$ cat src/rtl/tap_dp_pkg.sv
package tap_dp_pkg;
  localparam int unsigned IR_W  = 4;
  localparam int unsigned ID_W  = 32;
  localparam logic [IR_W-1:0] OP_EXTEST = 4'b0000;
  localparam logic [IR_W-1:0] OP_SAMPLE = 4'b0001;
  localparam logic [IR_W-1:0] OP_IDCODE = 4'b0010;
  localparam logic [IR_W-1:0] OP_BYPASS = 4'b1111;
  localparam logic [IR_W-1:0] IR_CAPTURE = 4'b0001;

  typedef enum logic [1:0] {
    SEL_BSR = 2'd0,
    SEL_ID  = 2'd1,
    SEL_BYP = 2'd2
  } dr_sel_e;

  typedef struct packed {
    logic extest;
    logic sample;
    logic idcode;
    logic clamp;
    logic bypass;
  } mode_t;
endpackage

$ cat src/rtl/tap_ir.sv
module tap_ir
  import tap_dp_pkg::*;
#(
  parameter int unsigned    W        = IR_W,
  parameter logic [W-1:0]   CAP_VAL  = IR_CAPTURE,
  parameter logic [W-1:0]   RESET_OP = OP_IDCODE
) (
  input  logic         tck_i,
  input  logic         rst_ni,
  input  logic         tlr_i,
  input  logic         capture_i,
  input  logic         shift_i,
  input  logic         update_i,
  input  logic         tdi_i,
  output logic         sr_lsb_o,
  output logic [W-1:0] ir_o
);
  logic [W-1:0] sr_q;
  logic [W-1:0] ir_q;

  always_ff @(posedge tck_i or negedge rst_ni) begin
    if (!rst_ni)        sr_q <= '0;
    else if (capture_i) sr_q <= CAP_VAL;
    else if (shift_i)   sr_q <= {tdi_i, sr_q[W-1:1]};
  end

  // reset request beats a coincident update
  always_ff @(posedge tck_i or negedge rst_ni) begin
    if (!rst_ni)       ir_q <= RESET_OP;
    else if (tlr_i)    ir_q <= RESET_OP;
    else if (update_i) ir_q <= sr_q;
  end

  assign sr_lsb_o = sr_q[0];
  assign ir_o     = ir_q;
endmodule

$ cat src/rtl/tap_decode.sv
module tap_decode
  import tap_dp_pkg::*;
#(
  parameter int unsigned  W        = IR_W,
  parameter logic [W-1:0] OP_CLAMP = 4'b0100
) (
  input  logic [W-1:0] ir_i,
  output mode_t        mode_o,
  output dr_sel_e      sel_o
);
  always_comb begin
    mode_o = '0;
    sel_o  = SEL_BYP;
    unique case (ir_i)
      OP_EXTEST: begin mode_o.extest = 1'b1; sel_o = SEL_BSR; end
      OP_SAMPLE: begin mode_o.sample = 1'b1; sel_o = SEL_BSR; end
      OP_IDCODE: begin mode_o.idcode = 1'b1; sel_o = SEL_ID;  end
      OP_CLAMP:  begin mode_o.clamp  = 1'b1; mode_o.bypass = 1'b1; end
      default:   mode_o.bypass = 1'b1;
    endcase
  end
endmodule

$ cat src/rtl/tap_dr_reg.sv
module tap_dr_reg #(
  parameter int unsigned  W       = 1,
  parameter logic [W-1:0] CAP_VAL = '0
) (
  input  logic tck_i,
  input  logic rst_ni,
  input  logic capture_i,
  input  logic shift_i,
  input  logic tdi_i,
  output logic lsb_o
);
  logic [W-1:0] q;
  logic [W-1:0] q_shift;

  generate
    if (W == 1) begin : g_single
      assign q_shift = tdi_i;
    end else begin : g_multi
      assign q_shift = {tdi_i, q[W-1:1]};
    end
  endgenerate

  always_ff @(posedge tck_i or negedge rst_ni) begin
    if (!rst_ni)        q <= CAP_VAL;
    else if (capture_i) q <= CAP_VAL;
    else if (shift_i)   q <= q_shift;
  end

  assign lsb_o = q[0];
endmodule

$ cat src/rtl/tap_datapath.sv
module tap_datapath
  import tap_dp_pkg::*;
#(
  parameter logic [3:0]  ID_VERSION = 4'h1,
  parameter logic [15:0] ID_PART    = 16'h5A3C,
  parameter logic [10:0] ID_MFR     = 11'h2B7,
  parameter logic [3:0]  OP_CLAMP   = 4'b0100
) (
  input  logic tck_i,
  input  logic rst_ni,
  input  logic tdi_i,
  input  logic tlr_i,
  input  logic capture_ir_i,
  input  logic shift_ir_i,
  input  logic update_ir_i,
  input  logic capture_dr_i,
  input  logic shift_dr_i,
  input  logic update_dr_i,
  input  logic bsr_tdo_i,
  output logic tdo_o,
  output logic tdo_en_o,
  output logic extest_o,
  output logic sample_o,
  output logic idcode_o,
  output logic clamp_o,
  output logic bypass_o,
  output logic bsr_sel_o,
  output logic pin_drive_o,
  output logic bsr_capture_o,
  output logic bsr_shift_o,
  output logic bsr_update_o
);
  localparam logic [ID_W-1:0] ID_VALUE = {ID_VERSION, ID_PART, ID_MFR, 1'b1};

  logic [IR_W-1:0] ir;
  logic            ir_lsb;
  mode_t           mode;
  dr_sel_e         sel;
  logic            id_lsb;
  logic            byp_lsb;
  logic            tdo_d;
  logic            tdo_q;
  logic            en_q;

  tap_ir #(
    .W       (IR_W),
    .CAP_VAL (IR_CAPTURE),
    .RESET_OP(OP_IDCODE)
  ) u_ir (
    .tck_i    (tck_i),
    .rst_ni   (rst_ni),
    .tlr_i    (tlr_i),
    .capture_i(capture_ir_i),
    .shift_i  (shift_ir_i),
    .update_i (update_ir_i),
    .tdi_i    (tdi_i),
    .sr_lsb_o (ir_lsb),
    .ir_o     (ir)
  );

  tap_decode #(
    .W       (IR_W),
    .OP_CLAMP(OP_CLAMP)
  ) u_dec (
    .ir_i  (ir),
    .mode_o(mode),
    .sel_o (sel)
  );

  tap_dr_reg #(
    .W      (ID_W),
    .CAP_VAL(ID_VALUE)
  ) u_id (
    .tck_i    (tck_i),
    .rst_ni   (rst_ni),
    .capture_i(capture_dr_i && sel == SEL_ID),
    .shift_i  (shift_dr_i && sel == SEL_ID),
    .tdi_i    (tdi_i),
    .lsb_o    (id_lsb)
  );

  tap_dr_reg #(
    .W      (1),
    .CAP_VAL(1'b0)
  ) u_byp (
    .tck_i    (tck_i),
    .rst_ni   (rst_ni),
    .capture_i(capture_dr_i && sel == SEL_BYP),
    .shift_i  (shift_dr_i && sel == SEL_BYP),
    .tdi_i    (tdi_i),
    .lsb_o    (byp_lsb)
  );

  always_comb begin
    tdo_d = 1'b0;
    if (shift_ir_i) begin
      tdo_d = ir_lsb;
    end else if (shift_dr_i) begin
      unique case (sel)
        SEL_BSR: tdo_d = bsr_tdo_i;
        SEL_ID:  tdo_d = id_lsb;
        default: tdo_d = byp_lsb;
      endcase
    end
  end

  // falling-edge retime gives the next stage half a cycle of setup
  always_ff @(negedge tck_i or negedge rst_ni) begin
    if (!rst_ni) begin
      tdo_q <= 1'b0;
      en_q  <= 1'b0;
    end else begin
      tdo_q <= tdo_d;
      en_q  <= shift_ir_i || shift_dr_i;
    end
  end

  assign tdo_o         = tdo_q;
  assign tdo_en_o      = en_q;
  assign extest_o      = mode.extest;
  assign sample_o      = mode.sample;
  assign idcode_o      = mode.idcode;
  assign clamp_o       = mode.clamp;
  assign bypass_o      = mode.bypass;
  assign bsr_sel_o     = (sel == SEL_BSR);
  assign pin_drive_o   = mode.extest || mode.clamp;
  assign bsr_capture_o = capture_dr_i && bsr_sel_o;
  assign bsr_shift_o   = shift_dr_i && bsr_sel_o;
  assign bsr_update_o  = update_dr_i && bsr_sel_o;
endmodule

$ cat config.mk
export PLATFORM = sky130hd
export DESIGN_NAME = tap_datapath
export DESIGN_NICKNAME = d
export VERILOG_FILES = /design/src/rtl/tap_dp_pkg.sv /design/src/rtl/tap_ir.sv /design/src/rtl/tap_decode.sv /design/src/rtl/tap_dr_reg.sv /design/src/rtl/tap_datapath.sv
export SDC_FILE = /design/constraint.sdc
export NUM_CORES = 1
export LEC_CHECK = 0
export BUFFER_PORTS_ARGS = -buffer_cell sky130_fd_sc_hd__buf_2
export CAP_MARGIN = 0
export CORE_MARGIN = 10
export CORE_UTILIZATION = 42
export CTS_CLUSTER_SIZE = 24
export DETAILED_ROUTE_END_ITERATION = 12
export RECOVER_POWER = 25
export SYNTH_ARGS = -nofsm -noshare
export SYNTH_HDL_FRONTEND = slang
export SYNTH_SLANG_ARGS = --single-unit
export TNS_END_PERCENT = 10
$ cat constraint.sdc
create_clock -name tck_i -period 2.1 [get_ports tck_i]
set_input_delay 0.21 -clock tck_i [delete_from_list [all_inputs] [get_ports tck_i]]
set_output_delay 0.21 -clock tck_i [all_outputs]
set_load 0.05 [all_outputs]
Word-level counts from Yosys, hierarchy flattened

Index checks and enable logic that the tools add are counted.

Bits in registers: 43
Output and inout bits: 12
Word-level logic and storage cells: 45

Equality and inequality tests: 5
Muxes and demuxes: 17
Reduce and logical (&&, ||, !) cells: 17

Operators by type and width:

| cell                                                             | count |
|---|---|
| 32-bit 2-to-1 mux                                                | 2 |
| 4-bit 2-to-1 mux                                                 | 4 |
| 1-bit 2-to-1 mux                                                 | 9 |
| 2-bit nonzero test                                               | 4 |
| 1-bit logical AND                                                | 7 |
| 4-bit by 1-bit == test with 1-bit output (second input constant) | 1 |
| 4-bit by 2-bit == test with 1-bit output (second input constant) | 1 |
| 4-bit by 3-bit == test with 1-bit output (second input constant) | 1 |
| 4-bit zero test                                                  | 1 |
| 2-bit case mux with 2 select lines                               | 1 |
| 3-bit OR reduction                                               | 1 |
| 2-bit by 1-bit == test with 1-bit output (second input constant) | 1 |
| 2-bit == test (second input constant)                            | 1 |
| 2-bit zero test                                                  | 1 |
| 1-bit logical OR                                                 | 2 |
| 1-bit case mux with 2 select lines                               | 1 |
| 2-bit OR reduction                                               | 1 |

Longest topological paths before layout

Depth in word-level cells: 7
Depth in mapped cells: 5

Cells and area by module

Synthesis repeated with hierarchy kept, for this count alone.

Cells, all modules: 157
Area, all modules: 1961.9 um^2

Modules (own cells, without submodules):

| module             | times used | cells an instance | area each (um^2) |
|---|---|---|---|
| tap_dr_reg (u_id)  | 1          | 104               | 1358.8 |
| tap_ir             | 1          | 26                | 341.6 |
| tap_datapath       | 1          | 17                | 162.7 |
| tap_decode         | 1          | 7                 | 60.1 |
| tap_dr_reg (u_byp) | 1          | 3                 | 38.8 |

==> out/qor.yml <==
cells_and_area:
  drive_gt1_share_pct: 36.41
  final_area_um2: 2360
  final_core_utilization_pct: 49.96
  synthToLayoutAreaGrowth_pct: 15.78
  nFillCells: 446
  num_antenna_cells: 0
  regArea_um2: 1099
  multi_input_area_um2: 788.3
  nets: 216
run:
  cap_violations: 0
floorplan:
  start_util_pct: 43.15
  die-area_um2: 8039
  die_w_um: 89.66
  die_h_um: 89.66
  num_io_pins: 23
  floorplan.rows: 25
  core_um2: 4723
synth:
  yosysSeqAreaShare_pct: 53.90
  synth_cells: 174
  syn_nets: 185
  synth-main-ff-cell: "dfrtp_1"
  yosysTopAreaCellShare_pct: 28.24
  synth_area_um2: 2038
  synth_area_leaders: "dfrtp_1 (28%), dfstp_2 (23%), mux2i_1 (11%)"
  synth-adder-area-share_pct: 0
  synth-edff-count: 0
  netlist.top_cell.by_area: "dfrtp_1"
  synth_compound_area_share_pct: 3.683
  yosysMostFrequentCell: "nor2_1"
  synthMuxAreaShare_pct: 21.24
  synth_area_per_cell_um2: 11.71
  ys_ff_latch: 43
  synth_top_family_by_area: "multiplexers"
  synth_cell_types: 28
  ys_async_sr_fraction_pct: 100.0
  synthSimpleGateAreaFrac_pct: 13.26
  synth-xor-area-share_pct: 0
  ys_top_cells_by_count: "nor2_1 (32), dfrtp_1 (23), mux2i_1 (23), inv_1 (20), dfstp_2 (18)"
  yosysWarnings: 0
worst_setup_path:
  worstPathMaxFanout: 5
  crit_start: "u_ir.ir_o[1]$_DFFE_PN1P_"
  critPathArrivalTime_ns: 1.40
  worstReg2RegStart: "u_ir.ir_o[1]$_DFFE_PN1P_"
  required_ns: 1.36
  cp_slowest_stage_delay_ns: 0.56
  path_cells: "nand3b_1 > a211o_1 > a21oi_1"
  reg2reg_slack_ns: -0.03
  crit_path_start_kind: "flip-flop"
  worst-path-buf-inv: 0
  cpLargestDelayFamily: "flip-flops"
  critPathSlowestCell: "dfstp_2"
  crit_type: "flip-flop to flip-flop"
  crit_path_end_kind: "flip-flop"
global_route:
  groute.usage.overall_pct: 10.19
  antenna_found_initial: 0
  grt_pass1_wl_mm: 6.348
  grt_max_degree: 42
  first_global_vias: 1413
  gr-total-overflow: 0
clock_network:
  cts_buffers: 5
  clk_pin_slew_ns: 0.08
  postCtsHoldBufs: 0
  clk_latency_ns: 0.29
  clk_path_buf_depth: 2
  cts_htree_levels: 2
  cts_tree: "done"
  root_buffer: "clkbuf_8"
  clkSinkCount: 43
sta:
  fin_skew_ns: 0.007648
  tightest_slew_ns: 0.9820
  finalSetupViolCount: 3
  whs_ns: 0.1101
  setup_slack_ns: -0.03349
  finalSetupTns_ns: -0.08233
  slew_headroom_pct: 34.53
  rsz0062_at_grt: "true"
  slew_viol_final: 0
  hold_viol: 0
drt:
  totalWireLength_mm: 3.657
  vias: 1281
  vias_per_cell: 4.692
  postRouteAntennaNets: 0
  drc: 0
  wl_per_cell_um: 13.40
  drt_iter0_markers: 75
  drt-pass1-iter-count: 4
power_and_ir_drop:
  p_leak_nw: 1.225
  power_density_nw_per_um2: 924.1
  peakVddDrop_mv: 0.4967
placement:
  portBuffers: 22
  gp_routability_congestion: 0.7924
  dpl.hpwl_mm: 2.573
  placed_area_um2: 2260
run_status:
  violations: "negative setup slack"
  status: "finished, violations left"
hold_path:
  worstHoldStart: "tlr_i"
  hold_path.class: "input pin to flip-flop"
## registers in the layout (all words and copies together) (netlist names)
register,flops
tdo_o,1
u_ir.sr_q,4
u_id.q,32
u_ir.ir_o,4
u_byp.lsb_o,1
tdo_en_o,1
## stage by stage
stage,total power [mW],cells,worst slack (ns)
after floorplan,1.570,174,-0.3308
after global placement,1.668,264,0.005266
after detailed placement,1.694,264,-0.03555
after CTS,2.212,273,-0.04079
after global routing,2.318,273,-0.06820
final,2.181,273,-0.03349
## layer usage
layer / track usage, % / wire [µm] / vias up / share of wire (%)
li1: - / - / 625 / -
met1: 11.68 / 1582 / 629 / 43
met2: 17.15 / 1811 / 22 / 50
met3: 3.430 / 207 / 5 / 5.7
met4: 3.902 / 55 / 0 / 1.5
met5: 0 / 0 / - / 0
## cell usage in the layout (no fill, tap or decap), types with 6 or more instances in the layout
master	n
nor2_1	32
mux2i_1	23
dfrtp_1	23
inv_1	20
buf_2	19
dfstp_2	18
mux2_4	12
buf_4	9
nor2b_1	7
and2_1	6
## area by class of cell
class                      instances  share of cell area [%]
sequential                        43                   46.55
multi-input combinational        101                   33.40
timing repair buffer              34                   9.915
tap                               67                   3.552
clock buffer                       8                   3.393
inverter                          20                   3.181
## worst paths after layout
| check | cells past startpoint | to |
|---|---|---|
| max in group asynchronous | 2 | u_id.q[19]$_DFFE_PN0P_ |
| hold reg to reg | 2 | u_id.q[6]$_DFFE_PN1P_ |
| min in group asynchronous | 2 | u_ir.ir_o[2]$_DFFE_PN0P_ |
| setup reg to reg | 3 | tdo_o$_DFF_NN0_ |
| hold / removal | 2 | u_ir.ir_o[2]$_DFFE_PN0P_ |
| setup / recovery | 3 | tdo_o$_DFF_NN0_ |
## timing repair
item                       in CTS  in global routing
setup endpoints to repair       3                  3
buffers inserted                1                  0
pin swaps                       1                  0
gates resized for setup         5                  0
## kinds of logic (layout without fill, tap and decap cells)
kind of cell           after synthesis  in the layout
AOI/OAI and AO/OA                   11             11
buffers and inverters               30             62
DFF                                 43             43
muxes                               37             37
and+or+nand+nor                     53             53
## worst register-to-register path, delay by kind of cell (launching register included)
family,cells,cell delay (ns)
simple gates,1,0.10
flops,1,0.56
compound gates,2,0.45
## where the power goes
| part | leakage, nW | switching, mW | internal [mW] | total [mW] |
|---|---|---|---|---|
| Sequential | 0.509 | 0.0846 | 1.06 | 1.15 |
| Combinational | 0.676 | 0.269 | 0.265 | 0.534 |
| Clock | 0.0395 | 0.262 | 0.236 | 0.498 |
| Total | 1.22 | 0.615 | 1.57 | 2.18 |
Note: power is estimated with default switching activity, not from simulation.
